$ cat src/rtl/evt_tmr_pkg.sv
package evt_tmr_pkg;

   localparam int REG_AW = 6;

   localparam logic [REG_AW-1:0] OFS_CTRL  = 6'h00;
   localparam logic [REG_AW-1:0] OFS_IEN   = 6'h0C;
   localparam logic [REG_AW-1:0] OFS_STAT  = 6'h10;
   localparam logic [REG_AW-1:0] OFS_EVGEN = 6'h14;
   localparam logic [REG_AW-1:0] OFS_PSC   = 6'h28;
   localparam logic [REG_AW-1:0] OFS_ARR   = 6'h2C;

   localparam int CTL_RUN_BIT  = 0;
   localparam int CTL_ONCE_BIT = 3;
   localparam int CTL_PRE_BIT  = 7;

   typedef struct packed {
      logic pre;
      logic once;
      logic run;
   } ctrl_t;

   typedef enum logic [2:0] {
      SEL_NONE, SEL_CTRL, SEL_IEN, SEL_STAT, SEL_EVGEN, SEL_PSC, SEL_ARR
   } reg_sel_e;

   function automatic reg_sel_e reg_decode(input logic [REG_AW-1:0] a);
      case (a)
         OFS_CTRL:  return SEL_CTRL;
         OFS_IEN:   return SEL_IEN;
         OFS_STAT:  return SEL_STAT;
         OFS_EVGEN: return SEL_EVGEN;
         OFS_PSC:   return SEL_PSC;
         OFS_ARR:   return SEL_ARR;
         default:   return SEL_NONE;
      endcase
   endfunction

endpackage

$ cat src/rtl/evt_tmr_prescaler.sv
module evt_tmr_prescaler #(
   parameter int PSC_W = 16
) (
   input  logic             clk,
   input  logic             rst_n,
   input  logic             run,
   input  logic             restart,
   input  logic [PSC_W-1:0] psc_act,
   output logic             tick,
   output logic [PSC_W-1:0] psc_cnt
);

   assign tick = run && (psc_cnt == psc_act);

   always_ff @(posedge clk or negedge rst_n) begin
      if (!rst_n) begin
         psc_cnt <= '0;
      end else if (restart) begin
         psc_cnt <= '0;
      end else if (run) begin
         if (tick) psc_cnt <= '0;
         else      psc_cnt <= psc_cnt + 1'b1;
      end
   end

endmodule

$ cat src/rtl/evt_tmr_counter.sv
module evt_tmr_counter #(
   parameter int CNT_W = 16
) (
   input  logic             clk,
   input  logic             rst_n,
   input  logic             tick,
   input  logic             restart,
   input  logic [CNT_W-1:0] arr_act,
   output logic [CNT_W-1:0] cnt,
   output logic             upd_nat
);

   logic at_limit;

   // At or above the limit: a limit lowered below the live count still ends the period.
   assign at_limit = (cnt >= arr_act);
   assign upd_nat  = tick && at_limit;

   always_ff @(posedge clk or negedge rst_n) begin
      if (!rst_n) begin
         cnt <= '0;
      end else if (restart) begin
         cnt <= '0;
      end else if (tick) begin
         if (at_limit) cnt <= '0;
         else          cnt <= cnt + 1'b1;
      end
   end

endmodule

$ cat src/rtl/evt_tmr_regs.sv
module evt_tmr_regs
   import evt_tmr_pkg::*;
#(
   parameter int DATA_W = 32,
   parameter int CNT_W  = 16,
   parameter int PSC_W  = 16
) (
   input  logic              clk,
   input  logic              rst_n,
   input  logic              bus_sel,
   input  logic              bus_wr,
   input  logic [REG_AW-1:0] bus_addr,
   input  logic [DATA_W-1:0] bus_wdata,
   output logic [DATA_W-1:0] bus_rdata,
   input  logic              upd_nat,
   output ctrl_t             ctrl,
   output logic              ien,
   output logic              flag,
   output logic              force_upd,
   output logic              upd_any,
   output logic [PSC_W-1:0]  psc_act,
   output logic [CNT_W-1:0]  arr_act
);

   reg_sel_e          hit;
   logic              wr_ctrl, wr_ien, wr_stat, wr_evgen, wr_psc, wr_arr;
   logic [PSC_W-1:0]  psc_buf;
   logic [CNT_W-1:0]  arr_buf;
   logic [DATA_W-1:0] ctrl_word, arr_word, psc_word, rd_mux;
   logic              unused_wdata;

   assign unused_wdata = ^bus_wdata;

   always_comb hit = bus_sel ? reg_decode(bus_addr) : SEL_NONE;

   assign wr_ctrl  = bus_wr && (hit == SEL_CTRL);
   assign wr_ien   = bus_wr && (hit == SEL_IEN);
   assign wr_stat  = bus_wr && (hit == SEL_STAT);
   assign wr_evgen = bus_wr && (hit == SEL_EVGEN);
   assign wr_psc   = bus_wr && (hit == SEL_PSC);
   assign wr_arr   = bus_wr && (hit == SEL_ARR);

   assign force_upd = wr_evgen && bus_wdata[0];
   assign upd_any   = upd_nat || force_upd;

   always_ff @(posedge clk or negedge rst_n) begin
      if (!rst_n) begin
         ctrl <= '0;
      end else if (wr_ctrl) begin
         ctrl.run  <= bus_wdata[CTL_RUN_BIT];
         ctrl.once <= bus_wdata[CTL_ONCE_BIT];
         ctrl.pre  <= bus_wdata[CTL_PRE_BIT];
      end else if (upd_any && ctrl.once) begin
         ctrl.run  <= 1'b0;
      end
   end

   always_ff @(posedge clk or negedge rst_n) begin
      if (!rst_n)      ien <= 1'b0;
      else if (wr_ien) ien <= bus_wdata[0];
   end

   // The hardware only sets the flag; software can only clear it.
   always_ff @(posedge clk or negedge rst_n) begin
      if (!rst_n)                          flag <= 1'b0;
      else if (upd_any)                    flag <= 1'b1;
      else if (wr_stat && !bus_wdata[0])   flag <= 1'b0;
   end

   always_ff @(posedge clk or negedge rst_n) begin
      if (!rst_n) begin
         psc_buf <= '0;
         psc_act <= '0;
      end else begin
         if (wr_psc)  psc_buf <= bus_wdata[PSC_W-1:0];
         if (upd_any) psc_act <= psc_buf;
      end
   end

   always_ff @(posedge clk or negedge rst_n) begin
      if (!rst_n) begin
         arr_buf <= '0;
         arr_act <= '0;
      end else begin
         if (wr_arr) arr_buf <= bus_wdata[CNT_W-1:0];
         if (wr_arr && !ctrl.pre) arr_act <= bus_wdata[CNT_W-1:0];
         else if (upd_any)        arr_act <= arr_buf;
      end
   end

   generate
      if (CNT_W < DATA_W) begin : g_arr_pad
         assign arr_word = {{(DATA_W-CNT_W){1'b0}}, arr_buf};
      end else begin : g_arr_full
         assign arr_word = arr_buf;
      end
      if (PSC_W < DATA_W) begin : g_psc_pad
         assign psc_word = {{(DATA_W-PSC_W){1'b0}}, psc_buf};
      end else begin : g_psc_full
         assign psc_word = psc_buf;
      end
   endgenerate

   always_comb begin
      ctrl_word               = '0;
      ctrl_word[CTL_RUN_BIT]  = ctrl.run;
      ctrl_word[CTL_ONCE_BIT] = ctrl.once;
      ctrl_word[CTL_PRE_BIT]  = ctrl.pre;
   end

   always_comb begin
      rd_mux = '0;
      case (hit)
         SEL_CTRL: rd_mux = ctrl_word;
         SEL_IEN:  rd_mux[0] = ien;
         SEL_STAT: rd_mux[0] = flag;
         SEL_PSC:  rd_mux = psc_word;
         SEL_ARR:  rd_mux = arr_word;
         default:  rd_mux = '0;
      endcase
   end

   always_ff @(posedge clk or negedge rst_n) begin
      if (!rst_n)                  bus_rdata <= '0;
      else if (bus_sel && !bus_wr) bus_rdata <= rd_mux;
   end

endmodule

$ cat src/rtl/evt_timer.sv
module evt_timer
   import evt_tmr_pkg::*;
#(
   parameter int DATA_W = 32,
   parameter int CNT_W  = 16,
   parameter int PSC_W  = 16
) (
   input  logic              clk,
   input  logic              rst_n,
   input  logic              bus_sel,
   input  logic              bus_wr,
   input  logic [REG_AW-1:0] bus_addr,
   input  logic [DATA_W-1:0] bus_wdata,
   output logic [DATA_W-1:0] bus_rdata,
   output logic              irq
);

   generate
      if (DATA_W != 32) begin : g_bad_data
         $error("evt_timer: DATA_W must be 32");
      end
      if (!(CNT_W == 16 || CNT_W == 32)) begin : g_bad_cnt
         $error("evt_timer: CNT_W must be 16 or 32");
      end
      if (PSC_W < 1 || PSC_W > DATA_W) begin : g_bad_psc
         $error("evt_timer: PSC_W out of range");
      end
   endgenerate

   ctrl_t            ctrl;
   logic             ien, flag, force_upd, upd_any, upd_nat, tick;
   logic [PSC_W-1:0] psc_act, psc_cnt;
   logic [CNT_W-1:0] arr_act, cnt;

   evt_tmr_regs #(.DATA_W(DATA_W), .CNT_W(CNT_W), .PSC_W(PSC_W)) u_regs (
      .clk       (clk),
      .rst_n     (rst_n),
      .bus_sel   (bus_sel),
      .bus_wr    (bus_wr),
      .bus_addr  (bus_addr),
      .bus_wdata (bus_wdata),
      .bus_rdata (bus_rdata),
      .upd_nat   (upd_nat),
      .ctrl      (ctrl),
      .ien       (ien),
      .flag      (flag),
      .force_upd (force_upd),
      .upd_any   (upd_any),
      .psc_act   (psc_act),
      .arr_act   (arr_act)
   );

   evt_tmr_prescaler #(.PSC_W(PSC_W)) u_psc (
      .clk     (clk),
      .rst_n   (rst_n),
      .run     (ctrl.run),
      .restart (force_upd),
      .psc_act (psc_act),
      .tick    (tick),
      .psc_cnt (psc_cnt)
   );

   evt_tmr_counter #(.CNT_W(CNT_W)) u_cnt (
      .clk     (clk),
      .rst_n   (rst_n),
      .tick    (tick),
      .restart (force_upd),
      .arr_act (arr_act),
      .cnt     (cnt),
      .upd_nat (upd_nat)
   );

   always_ff @(posedge clk or negedge rst_n) begin
      if (!rst_n) irq <= 1'b0;
      else        irq <= flag && ien;
   end

endmodule

$ cat config.mk
export PLATFORM = sky130hd
export DESIGN_NAME = evt_timer
export DESIGN_NICKNAME = d
export VERILOG_FILES = /design/src/rtl/evt_tmr_pkg.sv /design/src/rtl/evt_tmr_prescaler.sv /design/src/rtl/evt_tmr_counter.sv /design/src/rtl/evt_tmr_regs.sv /design/src/rtl/evt_timer.sv
export SDC_FILE = /design/constraint.sdc
export NUM_CORES = 1
export LEC_CHECK = 0
export BUFFER_PORTS_ARGS = -buffer_cell sky130_fd_sc_hd__buf_2
export CAP_MARGIN = 10
export CORE_ASPECT_RATIO = 0.7
export CORE_MARGIN = 2
export CORE_UTILIZATION = 43
export CTS_BUF_LIST = sky130_fd_sc_hd__clkbuf_4 sky130_fd_sc_hd__clkbuf_8
export DETAILED_ROUTE_END_ITERATION = 7
export GPL_ROUTABILITY_DRIVEN = 1
export HOLD_SLACK_MARGIN = 0.05
export SKIP_LAST_GASP = 1
export SYNTH_ARGS = -nofsm -noshare
export SYNTH_HDL_FRONTEND = slang
export SYNTH_SLANG_ARGS = --single-unit
$ cat constraint.sdc
create_clock -name clk -period 4.6 [get_ports clk]
set_input_delay 0.92 -clock clk [delete_from_list [all_inputs] [get_ports clk]]
set_output_delay 0.92 -clock clk [all_outputs]
set_load 0.1 [all_outputs]
Yosys cells after proc, flatten, opt, wreduce, memory -nomap -nowiden --
Index checks and enable logic that the tools add are counted.
Operators by class: reduce and logical (&&, ||, !) cells 24, muxes and demuxes 16, equality and inequality tests 12, add/sub/neg operators 2, order comparisons 1
Operator list (number):
- $mux W16 | 8
- $pmux W15 S3 | 1
- $add A16 B1 Y16 const B | 2
- $pmux W3 S6 | 1
- $eq A16 B16 Y1 | 1
- $ge A16 B16 Y1 | 1
- $logic_and A1 B1 Y1 | 14
- $eq A6 B5 Y1 const B | 2
- $eq A6 B6 Y1 const B | 2
- $reduce_bool A2 Y1 | 5
- $eq A3 B3 Y1 const B | 3
- $eq A3 B2 Y1 const B | 2
- $eq A6 B4 Y1 const B | 1
- $logic_not A6 Y1 | 1
- $pmux W1 S5 | 1
- $mux W1 | 4
- $eq A3 B1 Y1 const B | 1
- $logic_not A1 Y1 | 3
- $mux W3 | 1
- $logic_or A1 B1 Y1 | 1
Word-level totals: flip-flop bits (word level) 134, input port bits 42, output and inout bits 33

Depth between registers and ports, before layout --
word-level depth 10, gate-level depth with buffers 10

By module --
A second synthesis with hierarchy kept.
Second synthesis, totals: cell total of the unflattened synthesis 603, area, all modules 6279.8 sq um
Modules (own cells, without submodules):
- evt_tmr_regs | area each 3863.7 sq um, instances 1, cells an instance 324
- evt_tmr_counter | area each 1297.5 sq um, instances 1, cells an instance 155
- evt_tmr_prescaler | area each 1087.3 sq um, instances 1, cells an instance 122
- evt_timer | area each 31.3 sq um, instances 1, cells an instance 2

Least setup slack after synthesis --
No wires, ideal clock.
path kind input-to-reg, from in bus_addr[5], to reg u_regs.psc_act[0], cell stages on the path 7, path slack 2.119 ns, arrival time 2.353 ns, setup time 0.128 ns, path through buf_2 -> and4bb_1 -> and4_1 -> buf_2 -> a21oi_4 -> buf_4 -> mux2_1
On the way: word-level cells in the longest chain between the ends 7
Ends and longest elaborated chain:
- from (decl) | line evt_timer.sv:12 | input logic [REG_AW-1:0] bus_addr,
- $eq A6 B6 Y1, or another cell as far along | line evt_tmr_pkg.sv:27 | case (a)
- $pmux W3 S6 * | line evt_tmr_pkg.sv:27
- $mux W3 * | line evt_tmr_regs.sv:34 | always_comb hit = bus_sel ? reg_decode(bus_addr) : SEL_NONE;
- $eq A3 B3 Y1 * | line evt_tmr_regs.sv:39 | assign wr_evgen = bus_wr && (hit == SEL_EVGEN);
- $logic_and A1 B1 Y1 * | line evt_tmr_regs.sv:39
- $logic_and A1 B1 Y1 * | line evt_tmr_regs.sv:43 | assign force_upd = wr_evgen && bus_wdata[0];
- $logic_or A1 B1 Y1 * | line evt_tmr_regs.sv:44 | assign upd_any = upd_nat || force_upd;
- to (signal assigned) | line evt_tmr_regs.sv:76 | if (upd_any) psc_act <= psc_buf;
- to (decl) | line evt_tmr_regs.sv:21 | output logic [PSC_W-1:0] psc_act,
Mark *: on every way between the ends. The rest lies on a longest branch, timed or not. A chain may end at the register's enable or synchronous reset.

Worst setup path in the final report --
from in bus_addr[1], to reg u_regs.arr_act[7]
On the way: word-level cells in the longest chain between the ends 8
Ends and longest elaborated chain:
- $eq A6 B6 Y1, or another cell as far along | line evt_tmr_pkg.sv:27
- $pmux W3 S6 * | line evt_tmr_pkg.sv:27
- $mux W3 * | line evt_tmr_regs.sv:34
- $eq A3 B3 Y1 | line evt_tmr_regs.sv:39
- $logic_and A1 B1 Y1 | line evt_tmr_regs.sv:39
- $logic_and A1 B1 Y1 | line evt_tmr_regs.sv:43
- $logic_or A1 B1 Y1 | line evt_tmr_regs.sv:44
- $reduce_bool A2 Y1 (no source line)
- to (signal assigned) | line evt_tmr_regs.sv:86 | if (wr_arr && !ctrl.pre) arr_act <= bus_wdata[CNT_W-1:0];
- to (signal assigned) | line evt_tmr_regs.sv:87 | else if (upd_any) arr_act <= arr_buf;
- to (decl) | line evt_tmr_regs.sv:22 | output logic [CNT_W-1:0] arr_act
Marked as above.

==> qor.json <==
{
  "overflow_left_after_global_routing": 0,
  "dp_hpwl_um": 9670,
  "synth.avg_cell_area_um2": 10.8,
  "hold_path.class": "reg -> reg",
  "grt.total_usage": 0.203,
  "cellLeakagePower_nw": 3.33,
  "run_status": "completed",
  "timing.setup.tns_ns": 0,
  "critical-path-slowest-cell": "sky130_fd_sc_hd__and2_1",
  "num_vias": 4173,
  "endpoint_kind": "register",
  "num_antenna_cells": 0,
  "drt_first_iter_violations": 254,
  "cell_count_after_synthesis": 553,
  "fin_crit_sh": 0.621,
  "clock_insertion_delay_worst_skew_ns": 0.44,
  "die_footprint_mm2": 0.0149,
  "maximum_number_of_pins_on_one_net_before_global_route_repair": 76,
  "crit_path_max_fanout": 28,
  "die_height_um": 103,
  "holdPathStages": 2,
  "post_drt_via_cell_ratio": 5.26,
  "worst_path_largest_cell_delay_ns": 0.66,
  "antenna_violating_nets_post_route": 0,
  "cts_inserted_buffers": 17,
  "power.total_mw": 2.57,
  "max_cap_violations": 0,
  "pwr_density_cell_mw_per_mm2": 388,
  "synthesis.yosys.warnings": 0,
  "critical_path_arrival_ns": 3.16,
  "global_placement_routability_congestion": 0.818,
  "synth.mux.area_fraction": 0.125,
  "row_count": 35,
  "arithmetic_cell_share_of_the_synthesized_area_counting_full_adders_half_adders_and_majority_gates": 0.0377,
  "grt_antenna_before_repair": 0,
  "tritoncts": "done",
  "synth_top_family_by_area": "simple AND/OR/NAND/NOR gates",
  "root_buffer": "sky130_fd_sc_hd__clkbuf_8",
  "seq_area_frac_synth": 0.494,
  "worst_hold_slack_ns": 0.487,
  "cts_buffer_depth": 2,
  "detail_route.wirelength_um": 13600,
  "worst_slew_pin_slew_ns": 1.02,
  "finalMaxSlewViolations": 0,
  "cts.sink_count": 118,
  "vdd_drop_max_uv": 183,
  "grt_pass1_wl_um": 22600,
  "post_syn_area_mm2": 0.00597,
  "die_width_um": 145,
  "path_class": "in -> reg",
  "regToRegSetupSlack_ns": 1.77,
  "ys_ff_latch": 118,
  "post-synth-top-count-cell": "sky130_fd_sc_hd__dfrtp_1",
  "detail_route.wl_per_cell_um": 17.2,
  "timing.critical_path.max_delay_family": "simple AND/OR/NAND/NOR gates",
  "final_core_utilization": 0.497,
  "cts_max_level": 4,
  "remaining_max_slew_budget_at_the_tightest_pin": 0.321,
  "effective_utilization_at_floorplan": 0.447,
  "synth_edf_count": 0,
  "setup-violations-final": 0,
  "placement.io_buffers": 42,
  "postCtsSetupRepairBufs": 0,
  "period_needed_ns": 2.86,
  "floorplan.core_area_mm2": 0.0134,
  "drt_pre_antenna_iters": 6,
  "fmaxAchievable_ghz": 0.350,
  "r2r_cells": 8,
  "postSynth.topFlopCell": "sky130_fd_sc_hd__dfrtp_1",
  "cts_resized": 0,
  "finish.net_count": 655,
  "worstPathCellList": "buf_2, nor3b_2, and3_1, and2_1, nand3b_1, buf_4, nor2_1, a21oi_1",
  "grt_setup_unrepaired": "no",
  "clkSlewWorstSetupHoldPaths_ns": 0.08,
  "num_ports": 75,
  "synth.area.top_cells": "sky130_fd_sc_hd__dfrtp_1, sky130_fd_sc_hd__mux2_2, sky130_fd_sc_hd__xor2_1, sky130_fd_sc_hd__ha_1, sky130_fd_sc_hd__mux2i_1",
  "hold_viol": 0,
  "synth_top_area_frac": 0.494,
  "cp_data_required_time_ns": 4.90,
  "worst-path-buf-inv": 2,
  "cp-start-kind": "input port",
  "postCtsHoldBufs": 0,
  "post_synth_most_frequent_cells": "sky130_fd_sc_hd__dfrtp_1, sky130_fd_sc_hd__mux2_2, sky130_fd_sc_hd__nand2_1",
  "synth.lib_cells_used.distinct": 51,
  "route.detailed.drc": 0,
  "final.setup_skew_ns": 0.0151,
  "synth_top_cell_by_area": "sky130_fd_sc_hd__dfrtp_1",
  "number_of_global_route_vias_before_repair": 4128,
  "synth_async_sr_flop_share": 1.00,
  "synth_xor_xnor_area_share": 0.0543,
  "drive_gt1_frac": 0.215,
  "area.growth.synth_to_final_pct": 11.1,
  "timing.critical_path.depth": 8,
  "synth-simple-area-share": 0.137,
  "synth_compound_gate_area_share": 0.0962
}
==> layout by cell type, fill, tap and decap left out, types with 6 or more instances in the layout <==
master and n:
sky130_fd_sc_hd__a22oi_1 15, sky130_fd_sc_hd__mux2_1 11, sky130_fd_sc_hd__buf_4 7, sky130_fd_sc_hd__conb_1 16, sky130_fd_sc_hd__nor2_1 29, sky130_fd_sc_hd__xnor2_1 11
sky130_fd_sc_hd__buf_2 41, sky130_fd_sc_hd__a21oi_1 24, sky130_fd_sc_hd__mux2i_1 16, sky130_fd_sc_hd__nand2b_1 7, sky130_fd_sc_hd__mux2_2 41, sky130_fd_sc_hd__nand2_1 39
sky130_fd_sc_hd__inv_1 23, sky130_fd_sc_hd__nand4_1 8, sky130_fd_sc_hd__and2_1 14, sky130_fd_sc_hd__inv_6 6, sky130_fd_sc_hd__nand3_1 20, sky130_fd_sc_hd__clkbuf_8 17
sky130_fd_sc_hd__dfrtp_1 118, sky130_fd_sc_hd__xor2_1 26, sky130_fd_sc_hd__ha_1 18, sky130_fd_sc_hd__o21ai_0 31
==> worst min-delay path: cells and delay by family (launching register included) <==
kind / cells / cell delay (ns)
flops: 1 / 0.35
simple gates: 1 / 0.04
compound gates: 1 / 0.06
==> routing by layer <==
metal	part of all wire	GRT usage	vias up
met5	0	0	-
met2	0.42	0.285	93
met1	0.52	0.309	2064
met4	0.014	0.0605	0
met3	0.049	0.0516	17
li1	-	-	1999
==> state kept, by name, indices dropped and copies added, names as in the netlist <==
register,flops
u_regs.ctrl,3
u_regs.psc_act,16
u_regs.psc_buf,16
u_psc.psc_cnt,16
u_regs.ien,1
u_regs.arr_act,16
u_regs.flag,1
irq,1
u_regs.arr_buf,16
u_cnt.cnt,16
u_regs.bus_rdata,16
==> report_power, final <==
part	total, mW	switching (mW)	leakage [nW]	internal, mW
logic	0.454	0.270	1.55	0.184
clock network	0.855	0.464	0.173	0.391
registers	1.26	0.111	1.61	1.15
==> through the flow <==
step	std cells	area [µm²]	setup WS, ns
4_1_cts	793	6630	1.77
5_1_grt	793	6630	1.61
6_report	793	6630	1.74
2_1_floorplan	568	6030	2.12
3_5_place_dp	761	6270	1.35
3_3_place_gp	761	6270	1.35
==> worst paths after layout <==
path	startpoint	to
max in group asynchronous	rst_n	u_regs.arr_buf[15]$_DFFE_PN0P_
min	u_regs.bus_rdata[3]$_DFFE_PN0P_	u_regs.bus_rdata[3]$_DFFE_PN0P_
min reg2reg	u_regs.bus_rdata[3]$_DFFE_PN0P_	u_regs.bus_rdata[3]$_DFFE_PN0P_
max	bus_addr[1]	u_regs.arr_act[7]$_DFFE_PN0P_
min in group asynchronous	rst_n	u_psc.psc_cnt[5]$_DFFE_PN0P_
max reg2reg	u_cnt.cnt[14]$_DFFE_PN0P_	u_regs.psc_act[7]$_DFFE_PN0P_
==> cells by family after synthesis <==
logic type	count (synthesis)
fa+ha+maj	18
buf+inv	63
compound gates	93
other cells	1
simple gates	155
flops	118
xor+xnor	37
mux	68
==> layout make-up <==
type                       count  area (µm²)
tap                          185         231
clock inverter                14         116
multi-input combinational    387        2750
clock buffer                  18         241
sequential                   118        2950
fill                        1240        6720
timing repair buffer          48         258
inverter                      23        86.3
Power figures use the tool's default switching activity.
